===== config.mk =====
export PLATFORM = sky130hd
export DESIGN_NAME = trig_term_unit
export DESIGN_NICKNAME = d
export VERILOG_FILES = /design/src/rtl/trig_term_pkg.sv /design/src/rtl/trig_cfg_regs.sv /design/src/rtl/trig_match.sv /design/src/rtl/trig_edge_det.sv /design/src/rtl/trig_timer.sv /design/src/rtl/trig_term_unit.sv
export SDC_FILE = /design/constraint.sdc
export NUM_CORES = 2
export LEC_CHECK = 0
export CORE_MARGIN = 1.5
export CORE_UTILIZATION = 60
export DETAILED_ROUTE_END_ITERATION = 7
export PLACE_DENSITY = 0.87
export SETUP_SLACK_MARGIN = 0.2
export SLEW_MARGIN = 15
export SYNTH_ARGS = -nofsm -noshare
export SYNTH_HDL_FRONTEND = slang
export SYNTH_HIERARCHICAL = 1
export SYNTH_SLANG_ARGS = --single-unit

===== constraint.sdc =====
create_clock -name clk -period 4.7 [get_ports clk]
set_input_delay 0.705 -clock clk [delete_from_list [all_inputs] [get_ports clk]]
set_output_delay 0.705 -clock clk [all_outputs]
set_load 0.05 [all_outputs]

===== src/rtl/trig_term_pkg.sv =====
package trig_term_pkg;

    typedef enum logic [1:0] {
        EDGE_STEADY = 2'b00,
        EDGE_RISE   = 2'b01,
        EDGE_FALL   = 2'b10,
        EDGE_ANY    = 2'b11
    } edge_code_e;

    typedef struct packed {
        logic clr;
        logic halt;
        logic go;
    } tmr_cmd_t;

    function automatic logic chan_edge_ok(edge_code_e code, logic prev_b, logic cur_b);
        logic ok;
        case (code)
            EDGE_STEADY: ok = (prev_b == cur_b);
            EDGE_RISE:   ok = (!prev_b && cur_b);
            EDGE_FALL:   ok = (prev_b && !cur_b);
            default:     ok = (prev_b != cur_b);
        endcase
        return ok;
    endfunction

endpackage


===== src/rtl/trig_cfg_regs.sv =====
module trig_cfg_regs #(
    parameter int DW   = 32,
    parameter int NPAT = 10,
    parameter int NRNG = 2,
    parameter int NEDG = 2,
    parameter int NTMR = 2,
    parameter int TW   = 32,
    parameter int AW   = 5
) (
    input  logic                       clk,
    input  logic                       rst,
    input  logic                       we,
    input  logic [AW-1:0]              addr,
    input  logic [DW-1:0]              wdata,
    output logic [NPAT-1:0][DW-1:0]    pat_tgt,
    output logic [NPAT-1:0][DW-1:0]    pat_msk,
    output logic [NRNG-1:0][DW-1:0]    rng_lo,
    output logic [NRNG-1:0][DW-1:0]    rng_hi,
    output logic [NEDG-1:0][2*DW-1:0]  edge_code,
    output logic [NTMR-1:0][TW-1:0]    tmr_reload
);
    localparam int TGT_B = 0;
    localparam int MSK_B = TGT_B + NPAT;
    localparam int RLO_B = MSK_B + NPAT;
    localparam int RHI_B = RLO_B + NRNG;
    localparam int EDG_B = RHI_B + NRNG;
    localparam int EWORDS = 2;
    localparam int TMR_B = EDG_B + NEDG * EWORDS;

    for (genvar k = 0; k < NPAT; k++) begin : g_pat
        always_ff @(posedge clk) begin
            if (rst) begin
                pat_tgt[k] <= '0;
                pat_msk[k] <= '0;
            end else if (we) begin
                if (addr == AW'(TGT_B + k)) pat_tgt[k] <= wdata;
                if (addr == AW'(MSK_B + k)) pat_msk[k] <= wdata;
            end
        end

        assert_tgt_write_R11: assert property (@(posedge clk) disable iff (rst)
            (we && addr == AW'(TGT_B + k)) |=> (pat_tgt[k] == $past(wdata)));
    end

    for (genvar r = 0; r < NRNG; r++) begin : g_rng
        always_ff @(posedge clk) begin
            if (rst) begin
                rng_lo[r] <= '0;
                rng_hi[r] <= '0;
            end else if (we) begin
                if (addr == AW'(RLO_B + r)) rng_lo[r] <= wdata;
                if (addr == AW'(RHI_B + r)) rng_hi[r] <= wdata;
            end
        end
    end

    for (genvar e = 0; e < NEDG; e++) begin : g_edg
        always_ff @(posedge clk) begin
            if (rst) begin
                edge_code[e] <= '0;
            end else if (we) begin
                for (int w = 0; w < EWORDS; w++) begin
                    if (addr == AW'(EDG_B + e * EWORDS + w))
                        edge_code[e][w*DW +: DW] <= wdata;
                end
            end
        end
    end

    for (genvar t = 0; t < NTMR; t++) begin : g_tmr
        always_ff @(posedge clk) begin
            if (rst) begin
                tmr_reload[t] <= '0;
            end else if (we && addr == AW'(TMR_B + t)) begin
                tmr_reload[t] <= TW'(wdata);
            end
        end
    end

endmodule


===== src/rtl/trig_match.sv =====
module trig_match #(
    parameter int DW   = 32,
    parameter int NPAT = 10,
    parameter int NRNG = 2
) (
    input  logic [DW-1:0]            sample,
    input  logic [NPAT-1:0][DW-1:0]  pat_tgt,
    input  logic [NPAT-1:0][DW-1:0]  pat_msk,
    input  logic [NRNG-1:0][DW-1:0]  rng_lo,
    input  logic [NRNG-1:0][DW-1:0]  rng_hi,
    output logic [NPAT-1:0]          pat_hit,
    output logic [NRNG-1:0]          rng_hit
);
    for (genvar k = 0; k < NPAT; k++) begin : g_pat
        logic [DW-1:0] diff;
        assign diff       = (sample ^ pat_tgt[k]) & pat_msk[k];
        assign pat_hit[k] = (diff == '0);
    end

    for (genvar r = 0; r < NRNG; r++) begin : g_rng
        logic above_lo;
        logic below_hi;
        assign above_lo   = (sample >= rng_lo[r]);
        assign below_hi   = (sample <= rng_hi[r]);
        assign rng_hit[r] = above_lo && below_hi;
    end

endmodule


===== src/rtl/trig_edge_det.sv =====
module trig_edge_det
    import trig_term_pkg::*;
#(
    parameter int DW   = 32,
    parameter int NEDG = 2
) (
    input  logic                       clk,
    input  logic                       rst,
    input  logic                       sample_valid,
    input  logic [DW-1:0]              sample,
    input  logic [NEDG-1:0][2*DW-1:0]  edge_code,
    output logic [NEDG-1:0]            edge_hit
);
    logic [DW-1:0] prev_q;
    logic          prev_ok;

    always_ff @(posedge clk) begin
        if (rst) begin
            prev_q  <= '0;
            prev_ok <= 1'b0;
        end else if (sample_valid) begin
            prev_q  <= sample;
            prev_ok <= 1'b1;
        end
    end

    for (genvar e = 0; e < NEDG; e++) begin : g_det
        logic all_ok;
        always_comb begin
            all_ok = 1'b1;
            for (int i = 0; i < DW; i++) begin
                all_ok = all_ok &&
                    chan_edge_ok(edge_code_e'(edge_code[e][2*i +: 2]), prev_q[i], sample[i]);
            end
        end
        assign edge_hit[e] = prev_ok && all_ok;
    end

    // history only advances on a qualified sample
    assert_prev_hold_R5: assert property (@(posedge clk) disable iff (rst)
        !sample_valid |=> $stable(prev_q));

    assert_prev_arm_R4: assert property (@(posedge clk) disable iff (rst)
        $rose(prev_ok) |-> $past(sample_valid));

endmodule


===== src/rtl/trig_timer.sv =====
module trig_timer
    import trig_term_pkg::*;
#(
    parameter int TW = 32
) (
    input  logic          clk,
    input  logic          rst,
    input  tmr_cmd_t      cmd,
    input  logic [TW-1:0] reload,
    output logic          expired
);
    logic [TW-1:0] cnt;
    logic          running;
    logic [TW:0]   cnt_nxt;

    assign cnt_nxt = {1'b0, cnt} + (TW+1)'(1);

    always_ff @(posedge clk) begin
        if (rst || cmd.clr) begin
            cnt     <= '0;
            running <= 1'b0;
            expired <= 1'b0;
        end else if (cmd.halt) begin
            running <= 1'b0;
        end else begin
            if (cmd.go && !expired) running <= 1'b1;
            if (running) begin
                cnt <= cnt_nxt[TW-1:0];
                if (cnt_nxt >= {1'b0, reload}) begin
                    expired <= 1'b1;
                    running <= 1'b0;
                end
            end
        end
    end

    assert_expiry_hold_R7: assert property (@(posedge clk) disable iff (rst)
        (expired && !cmd.clr) |=> expired);

    assert_clear_R7: assert property (@(posedge clk) disable iff (rst)
        cmd.clr |=> (!expired && cnt == '0));

    assert_expiry_source_R6: assert property (@(posedge clk) disable iff (rst)
        $rose(expired) |-> $past(running));

    assert_pause_R8: assert property (@(posedge clk) disable iff (rst)
        (cmd.halt && !cmd.clr) |=> $stable(cnt));

endmodule


===== src/rtl/trig_term_unit.sv =====
module trig_term_unit
    import trig_term_pkg::*;
#(
    parameter int DW   = 32,
    parameter int NPAT = 10,
    parameter int NRNG = 2,
    parameter int NEDG = 2,
    parameter int NTMR = 2,
    parameter int TW   = 32,
    localparam int NHIT = NPAT + NRNG + NEDG + NTMR,
    localparam int NREG = 2 * NPAT + 2 * NRNG + 2 * NEDG + NTMR,
    localparam int AW   = $clog2(NREG)
) (
    input  logic            clk,
    input  logic            rst,
    input  logic            cfg_we,
    input  logic [AW-1:0]   cfg_addr,
    input  logic [DW-1:0]   cfg_wdata,
    input  logic            sample_valid,
    input  logic [DW-1:0]   sample,
    input  logic [NTMR-1:0] tmr_start,
    input  logic [NTMR-1:0] tmr_stop,
    input  logic [NTMR-1:0] tmr_clear,
    output logic            hit_valid,
    output logic [NHIT-1:0] hit_vec
);
    logic [NPAT-1:0][DW-1:0]   pat_tgt;
    logic [NPAT-1:0][DW-1:0]   pat_msk;
    logic [NRNG-1:0][DW-1:0]   rng_lo;
    logic [NRNG-1:0][DW-1:0]   rng_hi;
    logic [NEDG-1:0][2*DW-1:0] edge_code;
    logic [NTMR-1:0][TW-1:0]   tmr_reload;

    logic [NPAT-1:0] pat_hit;
    logic [NRNG-1:0] rng_hit;
    logic [NEDG-1:0] edge_hit;
    logic [NTMR-1:0] tmr_exp;
    logic [NHIT-1:0] hit_d;

    trig_cfg_regs #(
        .DW(DW), .NPAT(NPAT), .NRNG(NRNG), .NEDG(NEDG), .NTMR(NTMR), .TW(TW), .AW(AW)
    ) u_cfg (
        .clk(clk), .rst(rst), .we(cfg_we), .addr(cfg_addr), .wdata(cfg_wdata),
        .pat_tgt(pat_tgt), .pat_msk(pat_msk), .rng_lo(rng_lo), .rng_hi(rng_hi),
        .edge_code(edge_code), .tmr_reload(tmr_reload)
    );

    trig_match #(.DW(DW), .NPAT(NPAT), .NRNG(NRNG)) u_match (
        .sample(sample), .pat_tgt(pat_tgt), .pat_msk(pat_msk),
        .rng_lo(rng_lo), .rng_hi(rng_hi), .pat_hit(pat_hit), .rng_hit(rng_hit)
    );

    trig_edge_det #(.DW(DW), .NEDG(NEDG)) u_edge (
        .clk(clk), .rst(rst), .sample_valid(sample_valid), .sample(sample),
        .edge_code(edge_code), .edge_hit(edge_hit)
    );

    for (genvar t = 0; t < NTMR; t++) begin : g_tmr
        tmr_cmd_t cmd;
        assign cmd = '{clr: tmr_clear[t], halt: tmr_stop[t], go: tmr_start[t]};
        trig_timer #(.TW(TW)) u_tmr (
            .clk(clk), .rst(rst), .cmd(cmd), .reload(tmr_reload[t]), .expired(tmr_exp[t])
        );
    end

    assign hit_d = {tmr_exp, edge_hit, rng_hit, pat_hit};

    always_ff @(posedge clk) begin
        if (rst) begin
            hit_valid <= 1'b0;
            hit_vec   <= '0;
        end else begin
            hit_valid <= sample_valid;
            if (sample_valid) hit_vec <= hit_d;
        end
    end

    assert_latency_R9: assert property (@(posedge clk) disable iff (rst)
        sample_valid |=> hit_valid);

    assert_idle_R9: assert property (@(posedge clk) disable iff (rst)
        !sample_valid |=> (!hit_valid && $stable(hit_vec)));

endmodule


Yosys cells after proc, flatten, opt, wreduce, memory -nomap -nowiden:

Index checks and enable logic that the tools add are counted.

* register bits after elaboration: 1078
* input bits: 79
* output and inout port bits: 17
* logic and storage cells: 672

* $add $sub $neg: 2
* $lt $le $gt $ge: 6
* equality and inequality tests: 221
* mux-type cells: 70
* bitwise gates (word level): 22
* reduce and logical (&&, ||, !) cells: 311

Operators with widths (number)
* AND 32 bit: 10
* logical NOT 32 bit: 10
* bitwise XOR 32 bit: 10
* one-hot mux 1 bit (3 select lines): 64
* logical AND 1 bit: 134
* == test 2 x 1 -> 1 bit (second input constant): 64
* == test 2 bit (second input constant): 64
* logical NOT 2 bit: 64
* == test 5 bit (second input constant): 14
* adder 32 x 1 -> 33 bit (second input constant): 2
* >= comparator 33 x 32 -> 1 bit: 2
* logical NOT 1 bit: 66
* >= comparator 32 bit: 2
* less-or-equal comparator 32 bit: 2
* AND reduction 2 bit: 30
* == test 5 x 4 -> 1 bit (second input constant): 8
* == test 1 bit: 32
* != test 1 bit: 32
* == test 5 x 3 -> 1 bit (second input constant): 4
* == test 5 x 2 -> 1 bit (second input constant): 2
* 2-to-1 mux 1 bit: 6
* AND reduction 3 bit: 2
* == test 5 x 1 -> 1 bit (second input constant): 1
* logical NOT 5 bit: 1
* other kinds (3): 6

Logic depth before layout (Yosys ltp):

* depth after elaboration: 35
* gate-level depth with buffers: 16
* mapped depth without buffers: 14

Hierarchy:

The synthesis kept the hierarchy.

Modules (own cells, without submodules)
* trig_cfg_regs: instances 1, cells each 3261, area an instance 36651.4 um^2, sequential area each 19218.4 um^2
* trig_match: instances 1, cells each 1014, area an instance 7634.8 um^2, sequential area each 0.0 um^2
* trig_edge_det: instances 1, cells each 524, area an instance 4236.6 um^2, sequential area each 660.6 um^2
* trig_timer (g_tmr[0].u_tmr): instances 1, cells each 362, area an instance 2834.0 um^2, sequential area each 680.7 um^2
* trig_timer (g_tmr[1].u_tmr): instances 1, cells each 359, area an instance 2751.4 um^2, sequential area each 680.7 um^2
* trig_term_unit: instances 1, cells each 54, area an instance 608.1 um^2, sequential area each 340.3 um^2

Worst setup path before layout:

No wires, ideal clock.

* kind: register to register
* start: register g_tmr[1].u_tmr.cnt[0]
* end: register g_tmr[1].u_tmr.running
* setup time: 117 ps
* arrival time: 3613 ps
* data required time: 4583 ps
* setup slack: 970 ps
* stages on the path, launching flop included: 16
* buffers on the path: 2
* path through: dfxtp_1 > ha_1 > nand4_2 > or4_1 > buf_2 > or4_1 > buf_2 > nor2_2 > nand4_1 > xnor2_1 > ha_1 > nand3_1 > nor4_1 > a21boi_0 > a31oi_1 > a22o_1

* longest elaborated chain between the ends: 4

RTL lines
* from (decl): RTL line trig_timer.sv:12 `logic [TW-1:0] cnt;`
* from (signal assigned): RTL line trig_timer.sv:28 `cnt <= cnt_nxt[TW-1:0];`
* adder 32 x 1 -> 33 bit: RTL line trig_timer.sv:16 `assign cnt_nxt = {1'b0, cnt} + (TW+1)'(1);`
* net g_tmr[1].u_tmr.cnt_nxt[30]: RTL line trig_timer.sv:14 `logic [TW:0] cnt_nxt;`
* >= comparator 33 x 32 -> 1 bit: RTL line trig_timer.sv:29 `if (cnt_nxt >= {1'b0, reload}) begin`
* 2-to-1 mux 1 bit: RTL line trig_timer.sv:29
* 2-to-1 mux 1 bit: RTL line trig_timer.sv:27 `if (running) begin`
* to (signal assigned): RTL line trig_timer.sv:21 `running <= 1'b0;`
* to (signal assigned): RTL line trig_timer.sv:26 `if (cmd.go && !expired) running <= 1'b1;`
* to (signal assigned): RTL line trig_timer.sv:31 `running <= 1'b0;`
* to (decl): RTL line trig_timer.sv:13 `logic running;`

The timed path passes the listed nets, and every way through them passes these cells.
A chain may end at the register's enable or synchronous reset.

Final worst setup path:

Same ends and word-level chain as after synthesis.

==> results by group <==
Timing
  • Fin. max-slew vios: 0
  • Unrepaired setup endpoints after global routing: no
  • Fin crit period: 4.092 ns
  • Actual slew at the worst max-slew pin: 1.303 ns
  • Fin crit share: 87.06%
  • Fmax: 244.4 MHz
  • Setup TNS: 0 ns
  • Clock skew: 0.03144 ns
  • Hold Vio Cnt, Final: 0
  • Slew headroom: 13.13%
  • Final Setup Violations: 0
  • Final hold slack: 0.4214 ns

Worst setup path
  • Crit path cell chain: ha_1, nand4_2, or4_1, or4_4, nor2_2, nand4_1, xnor2_1, ha_1, nand3_1, nor4_2, a21boi_0, a31oi_1, a22o_1
  • CP Class: reg2reg
  • Cell mode on critical path: ha_1
  • FF-to-FF path depth: 13
  • R2r setup slk: 0.61 ns
  • Slowest CP cell: or4_1
  • Crit. End Element: flop
  • CP delay by family, top: simple AND/OR/NAND/NOR gates
  • Origin of the critical flop-to-flop path: g_tmr[1].u_tmr/cnt[0]
  • Crit path buf inv count: 0
  • Startpoint Class: flop
  • WP depth: 13
  • Worst EP required: 5.26 ns
  • Maximum fanout along the worst path: 5
  • Arr. time, crit path: 4.66 ns
  • Crit-path max cell delay: 0.65 ns
  • RR Endpoint: g_tmr[1].u_tmr/running

Route
  • DRT Pass-1 Iters: 6
  • Vias/cell: 6.067
  • Iteration-0 DRC Markers: 3952
  • WL/cell: 23.02 um
  • Antenna viol nets, final: 0
  • Overall routed net length: 155500 um
  • Vias: 40979
  • DRC Markers: 0

Power
  • Comb pwr share: 8.2%
  • Sequential Power Share: 45.8%
  • Cell Pwr Density: 337.7 mW/mm^2
  • Net Sw Frac: 24.44%
  • Pleak: 28.56 nW
  • Peak supply drop: 0.0003077 V
  • Sw Pwr: 4.956 mW
  • Internal power: 15.32 mW
  • Clock Power Share: 46.0%

Global routing
  • Vias in the first global route: 40824
  • Met3 usage: 5.007%
  • Largest net degree at the start of global routing: 198
  • GR peak layer: met2
  • Met2 Usage GRT: 52.01%
  • First-pass GRT wire length: 234500 um
  • GR Util All Layers: 32.28%
  • GR Layer Usage met1: 40.77%
  • Initial antenna violation count: 7
  • Grt ovf: 0

Synth
  • Top cells by area, synth: dfxtp_1 39%, mux2i_1 18%, nand2b_1 11%
  • Mapped cell area: 0.05472 mm^2
  • Most common cell in the netlist: dfxtp_1
  • Biggest area consumer among synthesized cells: dfxtp_1
  • Top cells by count, synth: 1078 x dfxtp_1, 1011 x mux2i_1, 1000 x nand2b_1, 377 x xor2_1, 276 x inv_1
  • Syn_nets: 5911
  • FFs w/ async S/R, synth: 0%
  • Sequential-to-total area share from yosys stat: 39.44%
  • Mapped Cells: 5574
  • Main synth FF type: dfxtp_1
  • Yosys top cell area share: 39.44%
  • Synthesized flop and latch total: 1078
  • Synthesized area per cell: 9.816 um^2
  • Netlist cell types: 75
  • Post-synth EDFFs: 0
  • Yosys warning total: 6

CTS
  • CTS resizes: 0
  • Clock-pin slew on the worst setup and hold paths: 0.06 ns
  • Clk root buf: clkbuf_16
  • CTS tree: built
  • Post-CTS Setup Inserts: 0
  • Bufs on Longest Clock Path: 3
  • Cts hold-fix bufs: 0
  • Worst-skew pair later-pin latency: 0.70 ns
  • TritonCTS buffer count: 109
  • H-tree depth: 3
  • Clock sink total: 1078

Final layout
  • Fin nets: 5821
  • Area growth syn-to-layout: 9.750%
  • Fin cells: 6754
  • Layout cells sized above 1: 6.688%
  • Final Util: 66.61%
  • Post-route design area: 0.06005 mm^2

Floorplan
  • Die W: 305.0 um
  • Cell Rows: 110
  • Starting Density: 60.70%
  • Die area: 0.09301 mm^2
  • I/O pin cnt: 96
  • Core area: 0.09015 mm^2
  • Die H: 305.0 um

Min path
  • Hold Path Class: in2reg
  • Min-Delay Path Depth: 2
  • Worst hold endpoint: hit_vec[15]
  • HP Start: rst

Placement
  • Area after DPL: 0.05618 mm^2
  • IO Port Bufs: 95
  • Post-detail-place hpwl: 97040 um
  • Placed instance count: 6549
  • Gpl congestion: 0.9898

Job
  • Max Cap Viol: 0

Outcome
  • Status: finished clean
==> layout make-up <==
cell class                      count  area (um^2)
Sequential cell                  1078        21580
Clock buffer                      159         3188
Inverter                          276         1036
Multi-Input combinational cell   3838        30490
Tap cell                         1176         1471
Fill cell                        6579        30100
Timing Repair Buffer              181         1617
Clock inverter                     45        670.6
Antenna cell                        1        2.502
==> cell usage in the layout, fill, tap and decap left out, drive strengths merged, types with 6 or more instances in the layout <==
cell type,count
o22ai,25
or3,12
mux2i,1011
nand4,102
xor2,377
dfxtp,1078
nand2,135
a22oi,162
bufinv,14
a31oi,27
and4,14
clkinv,21
inv,281
nand2b,1000
clkdlybuf4s50,89
and3,9
o311ai,8
nor3,22
buf,92
nor2,166
xnor2,58
a21oi,82
a211oi,29
clkbuf,159
and2,6
nor3b,33
nor4,29
a221oi,9
or4,7
nand3,80
nor2b,17
mux2,52
a21o,11
o21ai,51
ha,258
==> through the flow <==
stage	total power [mW]	setup WS (ns)
2_1_floorplan	10.46	0.9699
3_3_place_gp	11.05	0.5109
3_5_place_dp	11.08	0.4859
4_1_cts	20.25	0.4731
5_1_grt	20.75	0.2943
6_report	20.28	0.6080
==> worst reg2reg max path, delay by kind of cell, from the launching register on <==
family                     cells  cell delay [ns]
adders and majority gates      2             0.59
AOI/OAI and AO/OA              3             0.54
xor gates and xnor gates       1             0.15
and+or+nand+nor                7             2.26
DFF                            1             0.43
==> how the worst max path moves through the flow <==
stage                                      from                endpoint  slack, ns
after floorplan           g_tmr[1].u_tmr/cnt[0]  g_tmr[1].u_tmr/running       0.97
after global placement    g_tmr[1].u_tmr/cnt[0]  g_tmr[1].u_tmr/expired       0.51
after detailed placement  g_tmr[1].u_tmr/cnt[0]  g_tmr[1].u_tmr/running       0.49
after CTS                 g_tmr[1].u_tmr/cnt[0]  g_tmr[1].u_tmr/running       0.47
after global routing      g_tmr[1].u_tmr/cnt[0]  g_tmr[1].u_tmr/running       0.29
final                     g_tmr[1].u_tmr/cnt[0]  g_tmr[1].u_tmr/running       0.61
==> layer usage <==
metal,share of wire (%),vias up
met5,0.048,-
li1,-,18689
met3,7.9,531
met2,45,1758
met4,6.6,12
met1,41,19989
==> registers in the layout (all words and copies together) (netlist names), 16 cells and up <==
signal            cells
u_cfg/pat_msk       320
u_cfg/pat_tgt       320
u_cfg/edge_code     128
g_tmr.u_tmr/cnt      64
u_cfg/rng_hi         64
u_cfg/rng_lo         64
u_cfg/tmr_reload     64
u_edge/prev_q        32
hit_vec              16
==> cell families (layout without fill, tap and decap cells) <==
logic type	after synthesis	after routing	synth area share, %
DFF	1078	1078	39.44
adders and majority gates	258	258	5.900
muxes	1063	1063	19.57
xor gates and xnor gates	435	435	6.963
AOI/OAI and AO/OA	433	433	5.321
buffers and inverters	658	661	5.143
and+or+nand+nor	1649	1649	17.67
other	0	1	0
==> power groups by stage <==
stage | combinational [mW] | sequential (mW) | clock [mW]
global route | 1.72 | 9.29 | 9.74
global placement | 1.56 | 9.49 | 0
CTS | 1.61 | 9.29 | 9.35
finish | 1.67 | 9.29 | 9.32
detailed placement | 1.59 | 9.49 | 0
floorplan | 0.948 | 9.51 | 0
No activity file was read; power rests on OpenSTA's default activity.
